**src/rtl/tap_pkg.sv**
```systemverilog
package tap_pkg;

    localparam int CMP_W = 16;

    typedef enum logic [2:0] {
        ST_IDLE   = 3'd0,
        ST_PULSE1 = 3'd1,
        ST_QUIET  = 3'd2,
        ST_WAIT2  = 3'd3,
        ST_PULSE2 = 3'd4,
        ST_HOLD   = 3'd5
    } tap_state_e;

    typedef struct packed {
        logic single_hit;
        logic double_hit;
    } tap_evt_t;

    // True when the tick being taken now completes an interval of 'limit' ticks.
    function automatic logic lapse_done(input logic [CMP_W-1:0] elapsed,
                                        input logic [CMP_W-1:0] limit);
        return (elapsed + CMP_W'(1)) >= limit;
    endfunction

endpackage

```
**src/rtl/tap_axis_seq.sv**
```systemverilog
module tap_axis_seq
    import tap_pkg::*;
#(
    parameter int MAG_W  = 8,
    parameter int TIME_W = 8
) (
    input  logic              clk,
    input  logic              rst,
    input  logic              sample_vld,
    input  logic              ms_tick,
    input  logic [MAG_W-1:0]  mag,
    input  logic [MAG_W-1:0]  thresh,
    input  logic [TIME_W-1:0] lim_pulse,
    input  logic [TIME_W-1:0] lim_quiet,
    input  logic [TIME_W-1:0] lim_window,
    input  logic              single_en,
    input  logic              double_en,
    output tap_evt_t          evt
);

    tap_state_e        state_q, state_d;
    logic [TIME_W-1:0] cnt_q, cnt_d;
    logic              above;
    logic              armed;
    logic              pulse_over;
    logic              quiet_over;
    logic              window_over;

    assign above       = mag > thresh;
    assign armed       = single_en | double_en;
    assign pulse_over  = lapse_done(CMP_W'(cnt_q), CMP_W'(lim_pulse));
    assign quiet_over  = lapse_done(CMP_W'(cnt_q), CMP_W'(lim_quiet));
    assign window_over = lapse_done(CMP_W'(cnt_q), CMP_W'(lim_window));

    always_comb begin
        state_d = state_q;
        cnt_d   = cnt_q;
        evt     = '0;
        unique case (state_q)
            ST_IDLE: begin
                if (sample_vld && above && armed) begin
                    state_d = ST_PULSE1;
                    cnt_d   = '0;
                end
            end
            ST_PULSE1: begin
                if (sample_vld && !above) begin
                    cnt_d = '0;
                    if (double_en) begin
                        state_d = ST_QUIET;
                    end else begin
                        evt.single_hit = single_en;
                        state_d        = ST_IDLE;
                    end
                end else if (ms_tick) begin
                    if (pulse_over) state_d = ST_HOLD;
                    else            cnt_d   = cnt_q + TIME_W'(1);
                end
            end
            ST_QUIET: begin
                if (lim_quiet == '0) begin
                    state_d = ST_WAIT2;
                    cnt_d   = '0;
                end else if (ms_tick) begin
                    if (quiet_over) begin
                        state_d = ST_WAIT2;
                        cnt_d   = '0;
                    end else begin
                        cnt_d = cnt_q + TIME_W'(1);
                    end
                end
            end
            ST_WAIT2: begin
                if (sample_vld && above) begin
                    state_d = ST_PULSE2;
                    cnt_d   = '0;
                end else if (ms_tick) begin
                    if (window_over) begin
                        evt.single_hit = single_en;
                        state_d        = ST_IDLE;
                    end else begin
                        cnt_d = cnt_q + TIME_W'(1);
                    end
                end
            end
            ST_PULSE2: begin
                if (sample_vld && !above) begin
                    evt.double_hit = double_en;
                    state_d        = ST_IDLE;
                end else if (ms_tick) begin
                    if (pulse_over) state_d = ST_HOLD;
                    else            cnt_d   = cnt_q + TIME_W'(1);
                end
            end
            ST_HOLD: begin
                if (sample_vld && !above) state_d = ST_IDLE;
            end
            default: state_d = ST_IDLE;
        endcase
    end

    always_ff @(posedge clk) begin
        if (rst) begin
            state_q <= ST_IDLE;
            cnt_q   <= '0;
        end else begin
            state_q <= state_d;
            cnt_q   <= cnt_d;
        end
    end

endmodule

```
**src/rtl/tap_flag_bank.sv**
```systemverilog
module tap_flag_bank #(
    parameter int NAXES = 3
) (
    input  logic             clk,
    input  logic             rst,
    input  logic             sample_vld,
    input  logic             src_rd,
    input  logic             latch_mode,
    input  logic [NAXES-1:0] single_evt,
    input  logic [NAXES-1:0] double_evt,
    output logic [NAXES-1:0] single_q,
    output logic [NAXES-1:0] double_q
);

    logic wipe;

    assign wipe = latch_mode ? src_rd : sample_vld;

    always_ff @(posedge clk) begin
        if (rst) begin
            single_q <= '0;
            double_q <= '0;
        end else begin
            single_q <= (wipe ? '0 : single_q) | single_evt;
            double_q <= (wipe ? '0 : double_q) | double_evt;
        end
    end

endmodule

```
**src/rtl/tap_detector.sv**
```systemverilog
module tap_detector
    import tap_pkg::*;
#(
    parameter int NAXES          = 3,
    parameter int MAG_W          = 8,
    parameter int TIME_W         = 8,
    parameter bit INT_ACTIVE_LOW = 1'b0
) (
    input  logic                   clk,
    input  logic                   rst,
    input  logic                   sample_vld,
    input  logic                   ms_tick,
    input  logic [NAXES*MAG_W-1:0] mag,
    input  logic [NAXES*MAG_W-1:0] cfg_thresh,
    input  logic [TIME_W-1:0]      cfg_limit,
    input  logic [TIME_W-1:0]      cfg_latency,
    input  logic [TIME_W-1:0]      cfg_window,
    input  logic [NAXES-1:0]       cfg_single_en,
    input  logic [NAXES-1:0]       cfg_double_en,
    input  logic                   cfg_latch,
    input  logic                   src_rd,
    output logic [NAXES-1:0]       single_flag,
    output logic [NAXES-1:0]       double_flag,
    output logic                   int_active,
    output logic                   int_line
);

    logic [NAXES-1:0] single_evt;
    logic [NAXES-1:0] double_evt;

    for (genvar ax = 0; ax < NAXES; ax++) begin : g_axis
        tap_evt_t axis_evt;

        tap_axis_seq #(
            .MAG_W  (MAG_W),
            .TIME_W (TIME_W)
        ) u_seq (
            .clk        (clk),
            .rst        (rst),
            .sample_vld (sample_vld),
            .ms_tick    (ms_tick),
            .mag        (mag[ax*MAG_W +: MAG_W]),
            .thresh     (cfg_thresh[ax*MAG_W +: MAG_W]),
            .lim_pulse  (cfg_limit),
            .lim_quiet  (cfg_latency),
            .lim_window (cfg_window),
            .single_en  (cfg_single_en[ax]),
            .double_en  (cfg_double_en[ax]),
            .evt        (axis_evt)
        );

        assign single_evt[ax] = axis_evt.single_hit;
        assign double_evt[ax] = axis_evt.double_hit;
    end

    tap_flag_bank #(
        .NAXES (NAXES)
    ) u_flags (
        .clk        (clk),
        .rst        (rst),
        .sample_vld (sample_vld),
        .src_rd     (src_rd),
        .latch_mode (cfg_latch),
        .single_evt (single_evt),
        .double_evt (double_evt),
        .single_q   (single_flag),
        .double_q   (double_flag)
    );

    assign int_active = (|single_flag) | (|double_flag);
    assign int_line   = int_active ^ INT_ACTIVE_LOW;

endmodule

```
**config.mk**
```make
export PLATFORM = sky130hd
export DESIGN_NAME = tap_detector
export DESIGN_NICKNAME = d
export VERILOG_FILES = /design/src/rtl/tap_pkg.sv /design/src/rtl/tap_axis_seq.sv /design/src/rtl/tap_flag_bank.sv /design/src/rtl/tap_detector.sv
export SDC_FILE = /design/constraint.sdc
export NUM_CORES = 1
export LEC_CHECK = 0
export ABC_AREA = 1
export BUFFER_PORTS_ARGS = -buffer_cell sky130_fd_sc_hd__buf_2
export CAP_MARGIN = 20
export CORE_UTILIZATION = 40
export DETAILED_ROUTE_END_ITERATION = 10
export PLACE_DENSITY = 0.66
export SYNTH_ARGS = -nofsm -noshare
export SYNTH_HDL_FRONTEND = slang
export SYNTH_SLANG_ARGS = --single-unit
```
**constraint.sdc**
```tcl
create_clock -name clk -period 5.5 [get_ports clk]
set_input_delay 0.275 -clock clk [delete_from_list [all_inputs] [get_ports clk]]
set_output_delay 0.275 -clock clk [all_outputs]
set_load 0.01 [all_outputs]
```
## Word level (Yosys, flattened, before mapping)

Index checks and enable logic that the tools add are counted.

| cells by class | value |
|---|---|
| reductions and logical operators | 27 |
| equal/unequal tests | 39 |
| bitwise logic cells | 6 |
| add/sub/neg operators | 6 |
| multipliers | 0 |
| div/mod/pow operators | 0 |
| shifts and indexed selects | 0 |
| magnitude comparators | 12 |
| muxes and demuxes | 105 |

Operator list:

| cell | number |
|---|---|
| $mux 8 | 33 |
| $ge 16x8->1 | 9 |
| $pmux 8 s5 | 3 |
| $mux 3 | 38 |
| $pmux 3 s6 | 3 |
| $reduce_and 6->1 | 6 |
| $add 8x1->9 const B | 3 |
| $add 8x1->8 const B | 3 |
| $gt 8x8->1 | 3 |
| $mux 1 | 22 |
| $eq 3x2->1 const B | 6 |
| $eq 3x3->1 const B | 6 |
| $ne 3x2->1 const B | 6 |
| $ne 3x3->1 const B | 5 |
| $reduce_bool 5->1 | 3 |
| $ne 2x1->1 const B | 6 |
| $ne 3x1->1 const B | 4 |
| $eq 3x1->1 const B | 3 |
| $logic_and 1x1->1 | 9 |
| $logic_not 3->1 | 3 |
| $logic_not 8->1 | 1 |
| $mux 2 | 3 |
| $ne 2x2->1 const B | 3 |
| $or 3x3->3 | 2 |
| 4 further kinds | 12 |

| word-level totals | value |
|---|---|
| memory bits (writable) | 0 |
| register bits after elaboration | 39 |
| logic and storage cells | 203 |
| ROM bits | 0 |
| memories | 0 |
| latch bits | 0 |

## Depth between registers and ports, before layout

Gate-level depths: netlist of the first run.

| logic depth | value |
|---|---|
| word-level depth | 7 |
| mapped depth | 20 |

## Hierarchy

From an unflattened synthesis of the first run, not the netlist that was laid out.

| second synthesis, totals | value |
|---|---|
| cell total of the unflattened synthesis | 1081 |
| area, all modules | 6149.6 µm² |

Modules (own cells, without submodules):

| module | instances | cells an instance | area an instance (µm²) |
|---|---|---|---|
| tap_axis_seq (g_axis[0].u_seq ...) | 2 | 341 | 1950.6 |
| tap_axis_seq (g_axis[2].u_seq) | 1 | 367 | 2008.2 |
| tap_flag_bank | 1 | 27 | 216.5 |
| tap_detector | 1 | 5 | 23.8 |

## Worst setup path after synthesis of the first run

Ideal clock, no wire load.

| timing | value |
|---|---|
| kind | reg-to-reg |
| start | reg g_axis[0].u_seq.cnt_q[0] |
| end | reg g_axis[0].u_seq.cnt_q[7] |
| stages on the path, launching flop included | 17 |
| data arrival time | 2452 ps |
| setup slack | 2915 ps |
| setup time | 132 ps |
| path through | dfxtp_1 inv_1 nor3_1 nand3_1 nor2_1 nand2_1 xor2_1 inv_1 ha_1 a21o_1 nor2_1 and2_1 nand4_1 nand2_1 nand3_1 nand2_1 a21oi_1 |

| on the way | value |
|---|---|
| cells in the longest elaborated chain, start to end | 6 |

RTL lines:

| item | RTL line | text |
|---|---|---|
| from (decl) | tap_axis_seq.sv:22 | `logic [TIME_W-1:0] cnt_q, cnt_d;` |
| from (signal assigned) | tap_axis_seq.sv:108 | `cnt_q <= cnt_d;` |
| $add 8x1->9 | tap_pkg.sv:22 | `return (elapsed + CMP_W'(1)) >= limit;` |
| $ge 16x8->1 | tap_pkg.sv:22 |  |
| $mux 8, on equally long branches | tap_axis_seq.sv:56, tap_axis_seq.sv:91, tap_axis_seq.sv:65 |  |
| $mux 8, on equally long branches | tap_axis_seq.sv:90, tap_axis_seq.sv:64 |  |
| $mux 8, on equally long branches | tap_axis_seq.sv:87, tap_axis_seq.sv:47, tap_axis_seq.sv:61 |  |
| $pmux 8 s5 | tap_axis_seq.sv:39 | `unique case (state_q)` |

Parallel ways exist; a longest one is shown, timed or not. The select of a mux whose other input is x is not followed.
A chain may end at the register's enable or synchronous reset.

## Worst setup path in the final report of the first run

| timing | value |
|---|---|
| start | reg g_axis[0].u_seq.cnt_q[0] |
| end | reg g_axis[0].u_seq.cnt_q[4] |

The elaborated chain is that of the path after synthesis.

==> flow_summary.json, run 1 <==
{
  "combPwrFrac_pct": 46.1,
  "fill_cells": 1467,
  "arrival_ns": 3.44,
  "layoutNonFillerInstCount": 1186,
  "p_leak_nw": 3.78,
  "hold_class": "input pin to flop",
  "mostFrequentLayoutCell": "nand2_1",
  "dieArea_um2": 14300,
  "die_w_um": 120,
  "netSwitchingFraction_pct": 42.4,
  "p_per_area_nw_per_um2": 183,
  "switchingPower_uw": 491,
  "clock.fmax_mhz": 310,
  "power_frac_clock_pct": 25.3,
  "place_hpwl_mm": 12.2,
  "use_met1_pct": 30.3,
  "grt_max_degree": 23,
  "syn_area_per_cell_um2": 6.03,
  "cts_tree": "built",
  "ys_types": 40,
  "drt-pass1-iter-count": 6,
  "seq_area_frac_synth_pct": 14.1,
  "antenna_left": 0,
  "clock_sinks": 39,
  "cts.path.max_buffers": 2,
  "power_frac_seq_pct": 28.6,
  "setup_violations": 0,
  "fin_nets": 1192,
  "wire_per_inst_um": 12.5,
  "yosys_warnings": 0,
  "cap_viol_max_count": 0,
  "grt_usage_pct": 21.6,
  "end_kind": "flop",
  "core_um2": 13300,
  "insertion_delay_ns": 0.29,
  "max-vdd-ir-drop_uv": 95.1,
  "port_buffers": 91,
  "rsz0062_at_grt": "false",
  "grt_pass1_vias": 5208,
  "initial_utilization_pct": 41.5,
  "hold_violations": 0,
  "path_class": "flop to flop",
  "cts.clk_slew.worst_paths_ns": 0.06,
  "layout_min_cycle_time_ns": 3.22,
  "cts-htree-levels": 2,
  "cp.required_ns": 5.72,
  "critPathMaxFanout": 7,
  "cp-start-kind": "flop",
  "place.gp.congestion": 0.875,
  "fin_crit_sh_pct": 58.6,
  "cts_resized": 0,
  "intPower_uw": 666,
  "slew_headroom_pct": 54.3,
  "die_h_um": 120,
  "syn-num-nets": 1102,
  "syn_inst": 919,
  "drc": 0,
  "ys_seq_elements": 39,
  "viasPerCell": 4.93,
  "vias": 5843,
  "status": "finished clean",
  "root_buffer": "clkbuf_16",
  "antenna_found_initial": 0,
  "place_inst": 1178,
  "setup_tns_ns": 0,
  "worst_pin_slew_ns": 0.682,
  "grt_util_met3_pct": 4.13,
  "rows": 42,
  "overflow": 0,
  "top_usage_layer": "met2",
  "wl_mm": 14.8,
  "synth-edff-count": 0,
  "multi_input_area_um2": 4080,
  "syn_to_final_growth_pct": 13.9,
  "grt_util_met2_pct": 33.0,
  "ioPinCount": 92,
  "numCtsBuffers": 5,
  "grt_pass1_wl_mm": 25.0,
  "seqCellArea_um2": 781,
  "synthArstFlopShare_pct": 0,
  "dr.first_iter.drc_count": 308,
  "final_layout_size_suffix_gt1_share_pct": 12.6,
  "slew_violations": 0,
  "cts_hold_buf": 0,
  "layout_common_cells": "nand2_1 (284), inv_1 (162), ha_1 (99)",
  "finClkSkew_ns": 0.00306,
  "synth-main-ff-cell": "dfxtp_1",
  "finalPower_mw": 1.16,
  "n_antenna_cell": 0,
  "syn_area_um2": 5540,
  "post-cts-setup-buffer-count": 0
}
## power groups by stage
stage	logic (mW)	clock network, mW	registers, mW
after global placement	0.525	0	0.337
after CTS	0.533	0.299	0.331
final	0.533	0.293	0.331
after detailed placement	0.530	0	0.337
after floorplan	0.407	0	0.331
after global routing	0.625	0.310	0.335
## flip-flops by register name (all words and copies together), names as in the netlist
signal	flops
u_flags.double_q	3
g_axis.u_seq.cnt_q	24
g_axis.u_seq.state_q	9
u_flags.single_q	3
## routing by layer
metal	vias to the layer above	wire length, µm
li1	3126	-
met5	-	0
met3	22	950
met1	2509	7540
met4	0	293
met2	186	6050
## through the flow
step                      setup slack [ns]  instance area [µm²]  utilization, %  hold slack, ns
after floorplan                       2.92                 5540               -           0.344
after global placement                2.31                 6160            46.2           0.474
final                                 2.28                 6300            47.2           0.283
after detailed placement              2.35                 6160            46.2           0.473
after global routing                  1.90                 6300            47.2           0.303
after CTS                             2.32                 6300            47.2           0.281
## worst paths after layout
check             slack [ns]  cells after the start                                     to                                  start
setup / recovery        2.28                     18  g_axis[0].u_seq.cnt_q[4]$_SDFFE_PP0P_  g_axis[0].u_seq.cnt_q[0]$_SDFFE_PP0P_
hold / removal          0.28                      3         u_flags.double_q[0]$_SDFF_PP0_                       cfg_double_en[0]
setup reg to reg        2.28                     18  g_axis[0].u_seq.cnt_q[4]$_SDFFE_PP0P_  g_axis[0].u_seq.cnt_q[0]$_SDFFE_PP0P_
hold reg to reg         0.48                      2         u_flags.double_q[0]$_SDFF_PP0_         u_flags.double_q[0]$_SDFF_PP0_
## cell usage after synthesis, types with 3 or more instances
cell      instances  area share, %
o211ai_1          9            1.2
xor2_1           14            2.2
o221ai_1          3           0.47
o22ai_1           3           0.34
nor2_1           91            6.2
o21bai_1          6           0.81
nand3_1          48            4.3
ha_1             99             22
inv_1           162             11
nand3_2           4           0.72
nand2_2           8           0.90
o21ai_0           8           0.72
nand4_1          29            3.3
nand2_1         284             19
nor2_4            4           0.81
nor3_1           10           0.90
a21oi_1          55            5.0
clkbuf_1          3           0.20
o21a_1            3           0.41
a21o_1            7           0.95
inv_2             4           0.27
dfxtp_1          39             14
nand3b_1          5           0.68
## cell type report
cell class / instances / area share [%]
multi-input combinational: 705 / 64.7
sequential: 39 / 12.4
inverter: 167 / 9.94
timing repair buffer: 91 / 7.22
tap: 176 / 3.49
clock buffer: 6 / 2.04
clock inverter: 2 / 0.198
## kinds of logic (layout without fill, tap and decap cells)
| logic type | after synthesis | in the layout | synth area share [%] |
|---|---|---|---|
| multiplexers | 1 | 1 | 0.203 |
| XOR/XNOR | 15 | 15 | 2.37 |
| AND/OR/NAND/NOR | 491 | 491 | 38.2 |
| adder cells (fa/ha/maj) | 99 | 99 | 22.4 |
| AO/OA/AOI/OAI | 99 | 99 | 10.5 |
| flip-flops | 39 | 39 | 14.1 |
| buffers and inverters | 175 | 266 | 12.2 |
## critical path: stages, from the launching register on
cell	delay (ns)
dfxtp_1	0.48
inv_1	0.09
nor3_1	0.30
nand3_1	0.16
nor2_1	0.11
nand2_1	0.06
xor2_1	0.20
inv_1	0.11
ha_1	0.30
a21oi_1	0.16
o21a_1	0.14
nand4_1	0.19
nand3_1	0.18
nand2_1	0.07
inv_1	0.13
nand2_2	0.14
inv_2	0.13
nand2_1	0.06
a21oi_1	0.12
Power figures use the tool's default switching activity.
==> inputs of run 2 (changes only) <==
--- a/config.mk
+++ b/config.mk
@@ -5,12 +5,12 @@
 export SDC_FILE = /design/constraint.sdc
 export NUM_CORES = 1
 export LEC_CHECK = 0
-export ABC_AREA = 1
+export ABC_AREA = 0
 export BUFFER_PORTS_ARGS = -buffer_cell sky130_fd_sc_hd__buf_2
 export CAP_MARGIN = 20
 export CORE_UTILIZATION = 40
 export DETAILED_ROUTE_END_ITERATION = 10
-export PLACE_DENSITY = 0.66
+export PLACE_DENSITY = 0.69
 export SYNTH_ARGS = -nofsm -noshare
 export SYNTH_HDL_FRONTEND = slang
 export SYNTH_SLANG_ARGS = --single-unit
==> constraint.sdc (replaced) <==
create_clock -name clk -period 2.9 [get_ports clk]
set_input_delay 0.145 -clock clk [delete_from_list [all_inputs] [get_ports clk]]
set_output_delay 0.145 -clock clk [all_outputs]
set_load 0.01 [all_outputs]
==> flow_summary.json, run 2 <==
{
  "status": "finished, violations left",
  "violations": "negative setup slack",
  "die_h_um": 114,
  "dr.first_iter.drc_count": 392,
  "grt_max_degree": 32,
  "rsz0062_at_grt": "true",
  "core_um2": 12100,
  "cap_viol_max_count": 0,
  "fin_nets": 1002,
  "slowest_delay_ns": 0.38,
  "largest_reg_flops": 24,
  "multi_input_area_um2": 4530,
  "drc": 0,
  "path_class": "flop to flop",
  "syn-num-nets": 829,
  "synth-main-ff-cell": "dfxtp_1",
  "hold_violations": 0,
  "wire_per_inst_um": 16.4,
  "p_per_area_nw_per_um2": 307,
  "cp.required_ns": 3.10,
  "pre_cts_ws_ns": -0.287,
  "synthArstFlopShare_pct": 0,
  "ys_seq_elements": 39,
  "layout_min_cycle_time_ns": 2.96,
  "syn_to_final_growth_pct": 42.1,
  "seqCellArea_um2": 815,
  "cts.clk_slew.worst_paths_ns": 0.06,
  "synth_area_leaders": "ha_1 (25%), dfxtp_1 (16%), inv_1 (4.7%)",
  "arrival_ns": 3.16,
  "numCtsBuffers": 5,
  "finalInstanceArea_um2": 7090,
  "place.gp.congestion": 0.922,
  "drt-pass1-iter-count": 5,
  "hold_class": "input pin to flop",
  "rows": 40,
  "synth-edff-count": 0,
  "fin_ws_ns": -0.0625,
  "clock_sinks": 39,
  "slew_violations": 0,
  "top_regs": "g_axis.u_seq.cnt_q x24, g_axis.u_seq.state_q x9",
  "fill_cells": 1015,
  "root_buffer": "clkbuf_16",
  "grt_pass1_wl_mm": 26.1,
  "critPathMaxFanout": 4,
  "clock.fmax_mhz": 338,
  "grt_pass1_vias": 5703,
  "port_buffers": 91,
  "cp-start-kind": "flop",
  "antenna_left": 0,
  "wl_mm": 16.2,
  "finClkSkew_ns": 0.00280,
  "cts-htree-levels": 2,
  "syn_inst": 646,
  "finalPower_mw": 2.18,
  "yosys_warnings": 0,
  "slowest_stage": "dfxtp_4",
  "netlist_top_cells_count": "ha_1 (99), inv_1 (62), nand2_1 (50)",
  "dieArea_um2": 12900,
  "antenna_found_initial": 0,
  "syn_area_um2": 4980,
  "ioPinCount": 92,
  "worst_pin_slew_ns": 0.804,
  "ys_types": 67,
  "yosysTopAreaCell": "ha_1",
  "insertion_delay_ns": 0.28,
  "fin_util_pct": 58.7,
  "p_leak_nw": 3.40,
  "cts.path.max_buffers": 2,
  "place_hpwl_mm": 12.4,
  "synth_most_common_cell": "ha_1",
  "syn_area_per_cell_um2": 7.72,
  "viasPerCell": 5.79,
  "max-vdd-ir-drop_uv": 237,
  "seq_area_frac_synth_pct": 15.7,
  "overflow": 0,
  "vias": 5717,
  "grt_usage_pct": 24.7,
  "fin_crit_sh_pct": 102,
  "final_layout_size_suffix_gt1_share_pct": 36.3,
  "setup_violations": 5,
  "die_w_um": 114,
  "place_area_um2": 6220,
  "end_kind": "flop",
  "regMostFlops": "g_axis.u_seq.cnt_q",
  "yosysTopAreaCellShare_pct": 24.8,
  "layout_common_cells": "buf_2 (91), buf_4 (91), ha_1 (87)",
  "slew_headroom_pct": 45.5,
  "n_antenna_cell": 0,
  "path_cells": "ha_4, nand4_1, or2_4, xnor2_4, ha_1, a21o_1, a211oi_2, nand3_2, nor2b_1, o211ai_1, or3_1, o31ai_1",
  "cts_tree": "built",
  "initial_utilization_pct": 41.3,
  "setup_tns_ns": -0.104
}
[run 2: changes by cell type in the layout (fill, tap and decap cells not counted), sizes merged, moves of 14 or more]
| cell | previous run | this run |
|---|---|---|
| o21ai | 9 | 36 |
| nor2 | 97 | 41 |
| buf | 91 | 182 |
| inv | 166 | 62 |
| a211oi | 0 | 14 |
| nand2 | 293 | 50 |
| a21oi | 56 | 34 |
| nand3 | 52 | 24 |
[run 2: cell type report]
| class | count | area share, % |
|---|---|---|
| clock buffers | 8 | 2.21 |
| flip-flops and latches | 39 | 11.5 |
| well taps | 168 | 2.97 |
| multi-input cells | 528 | 63.9 |
| inverters | 63 | 3.37 |
| repair buffers | 182 | 16.1 |
[run 2: final timing paths]
| kind | from | end | slack [ns] | depth (start not counted) |
|---|---|---|---|---|
| min reg2reg | u_flags.double_q[0]$_SDFF_PP0_ | u_flags.double_q[0]$_SDFF_PP0_ | 0.49 | 2 |
| min | cfg_single_en[2] | u_flags.single_q[2]$_SDFF_PP0_ | 0.15 | 3 |
| max | g_axis[0].u_seq.cnt_q[0]$_SDFFE_PP0P_ | g_axis[0].u_seq.cnt_q[5]$_SDFFE_PP0P_ | -0.06 | 12 |
| max reg2reg | g_axis[0].u_seq.cnt_q[0]$_SDFFE_PP0P_ | g_axis[0].u_seq.cnt_q[5]$_SDFFE_PP0P_ | -0.06 | 12 |
[run 2: report_power, final]
group / internal [mW] / leakage (nW) / switching, mW
logic: 0.452 / 3.00 / 0.512
registers: 0.559 / 0.324 / 0.0646
clock network: 0.367 / 0.0772 / 0.223
[run 2: repair_timing]
item,CTS,global route
hold buffers,0,0
resized for setup,66,61
endpoints found under the hold margin,0,0
pin swaps,24,40
setup endpoints to repair,30,29
buffers inserted,10,7
[run 2: per-layer routing]
metal,routed length (µm),vias to the layer above,part of all wire [%],track usage [%]
li1,-,2776,-,-
met1,7120,2663,44,31.7
met2,7720,243,48,41.8
met3,961,35,5.9,3.35
met4,403,0,2.5,9.65
met5,0,-,0,0
[run 2: logic make-up (layout without fill, tap and decap cells)]
group           after synthesis  after routing  share of synthesized area, %
compound gates              195            195                          27.9
xor+xnor                     19             19                          3.34
fa+ha+maj                    99             99                          24.8
buf+inv                      79            253                          6.05
flops                        39             39                          15.7
mux                           2              2                         0.427
simple gates                213            213                          21.8
[run 2: critical path: cells and delay by family, from the launching register on]
| kind | cells | cell delay [ns] |
|---|---|---|
| simple gates | 5 | 1.09 |
| compound gates | 4 | 0.75 |
| fa+ha+maj | 2 | 0.45 |
| flops | 1 | 0.38 |
| xor+xnor | 1 | 0.23 |
[run 2: through the flow]
stage,hold WS [ns],cells
3_3_place_gp,0.428,964
2_1_floorplan,0.292,646
3_5_place_dp,0.445,964
5_1_grt,0.170,988
6_report,0.146,988
4_1_cts,0.147,982
==> inputs of run 3 (changes only) <==
--- a/config.mk
+++ b/config.mk
@@ -11,6 +11,7 @@
 export CORE_UTILIZATION = 40
 export DETAILED_ROUTE_END_ITERATION = 10
 export PLACE_DENSITY = 0.69
+export SETUP_SLACK_MARGIN = 0.2
 export SYNTH_ARGS = -nofsm -noshare
 export SYNTH_HDL_FRONTEND = slang
 export SYNTH_SLANG_ARGS = --single-unit
==> flow_summary.json, run 3 (same netlist as run 2, synthesis figures left out) <==
{
  "reg2reg_slack_ns": -0.13,
  "numCtsBuffers": 5,
  "die_w_um": 114,
  "antenna_found_initial": 0,
  "status": "finished, violations left",
  "cts.path.max_buffers": 2,
  "regMostFlops": "g_axis.u_seq.cnt_q",
  "arrival_ns": 3.20,
  "layoutNonFillerInstCount": 1008,
  "viasPerCell": 5.78,
  "initial_utilization_pct": 41.3,
  "fill_cells": 958,
  "insertion_delay_ns": 0.29,
  "cp.required_ns": 3.06,
  "antenna_left": 0,
  "path_class": "flop to flop",
  "grt_pass1_wl_mm": 27.0,
  "finalInstanceArea_um2": 7660,
  "multi_input_area_um2": 4920,
  "port_buffers": 91,
  "n_antenna_cell": 0,
  "place_area_um2": 6270,
  "cap_viol_max_count": 0,
  "rows": 40,
  "p_per_area_nw_per_um2": 300,
  "slew_violations": 0,
  "vias": 5825,
  "overflow": 0,
  "mostFrequentLayoutCell": "buf_4",
  "setup_violations": 14,
  "max-vdd-ir-drop_uv": 186,
  "cp-start-kind": "flop",
  "critPathMaxFanout": 4,
  "syn_to_final_growth_pct": 53.6,
  "final_layout_size_suffix_gt1_share_pct": 42.1,
  "cts-htree-levels": 2,
  "place.gp.congestion": 0.918,
  "core_um2": 12100,
  "worst_pin_slew_ns": 1.00,
  "largest_reg_flops": 24,
  "fin_ws_ns": -0.134,
  "fin_util_pct": 63.5,
  "violations": "negative setup slack",
  "place_inst": 954,
  "fin_crit_sh_pct": 105,
  "grt_pass1_vias": 5646,
  "finClkSkew_ns": 0.00993,
  "clock.fmax_mhz": 330,
  "rsz0062_at_grt": "true",
  "cts_tree": "built",
  "place_hpwl_mm": 12.6,
  "p_leak_nw": 3.56,
  "end_kind": "flop",
  "drt-pass1-iter-count": 4,
  "hold_violations": 0,
  "grt_usage_pct": 25.8,
  "ioPinCount": 92,
  "seqCellArea_um2": 817,
  "die_h_um": 114,
  "dieArea_um2": 12900,
  "wl_mm": 17.6,
  "fin_nets": 1022,
  "hold_class": "input pin to flop",
  "dr.first_iter.drc_count": 370,
  "top_regs": "g_axis.u_seq.cnt_q x24, g_axis.u_seq.state_q x9",
  "slew_headroom_pct": 32.0,
  "root_buffer": "clkbuf_16",
  "layout_common_cells": "buf_4 (100), buf_2 (91), ha_1 (80)",
  "layout_min_cycle_time_ns": 3.03,
  "cts.clk_slew.worst_paths_ns": 0.06,
  "clock_sinks": 39,
  "grt_max_degree": 32,
  "wire_per_inst_um": 17.4,
  "drc": 0
}
## run 3: path summary, 6_finish.rpt
check / start / endpoint / depth (start not counted)
worst max-delay path: g_axis[0].u_seq.cnt_q[1]$_SDFFE_PP0P_ / g_axis[0].u_seq.cnt_q[5]$_SDFFE_PP0P_ / 16
worst min register to register: u_flags.double_q[0]$_SDFF_PP0_ / u_flags.double_q[0]$_SDFF_PP0_ / 2
worst max register to register: g_axis[0].u_seq.cnt_q[1]$_SDFFE_PP0P_ / g_axis[0].u_seq.cnt_q[5]$_SDFFE_PP0P_ / 16
worst min-delay path: cfg_single_en[1] / u_flags.single_q[1]$_SDFF_PP0_ / 3
## run 3: cell type report
type	count	share of cell area, %
multi-input combinational	528	64.2
clock inverter	2	0.0980
tap	168	2.75
timing repair buffer	202	17.5
inverter	63	3.12
clock buffer	6	1.68
sequential	39	10.7
## run 3: what timing repair did
action | 4_1_cts | 5_1_grt
buffers inserted | 28 | 18
hold buffers | 0 | 0
resized for setup | 108 | 64
pin swaps | 58 | 65
setup endpoints to repair | 30 | 33
## run 3: critical path, cell delays in order, from the launching register on
cell and delay (ns):
dfxtp_4 0.38, nand3_4 0.08, inv_2 0.07, nand3_4 0.13
xnor2_4 0.24, ha_4 0.25, a2111oi_4 0.35, o21ai_2 0.14
a21oi_2 0.24, nor4_4 0.07, nor4b_4 0.30, buf_4 0.16
buf_4 0.10, buf_6 0.10, nand2_1 0.06, a21oi_2 0.15
o31ai_2 0.09
## run 3: routing by layer
metal | part of all wire, % | vias up | wire, µm | global-route usage [%]
met5 | 0 | - | 0 | 0
met4 | 3.4 | 0 | 601 | 9.47
met3 | 5.3 | 57 | 930 | 2.76
met2 | 47 | 224 | 8340 | 44.0
met1 | 44 | 2726 | 7690 | 33.6
li1 | - | 2818 | - | -
## run 3: through the flow
step / setup slack (ns) / hold slack (ns) / power, mW / TNS [ns]
after global routing: -0.274 / 0.178 / 2.43 / -3.17
after global placement: -0.355 / 0.427 / 1.50 / -2.66
after floorplan: 0.0671 / 0.292 / 1.22 / 0
after CTS: -0.00725 / 0.152 / 2.18 / -0.00725
after detailed placement: -0.433 / 0.447 / 1.53 / -3.85
final: -0.134 / 0.167 / 2.30 / -0.923
## run 3: power breakdown
group / internal, mW / total, mW / switching (mW) / leakage [nW]
Combinational: 0.538 / 1.13 / 0.593 / 3.17
Clock: 0.314 / 0.542 / 0.228 / 0.0659
Sequential: 0.557 / 0.623 / 0.0663 / 0.324
Total: 1.41 / 2.30 / 0.888 / 3.56
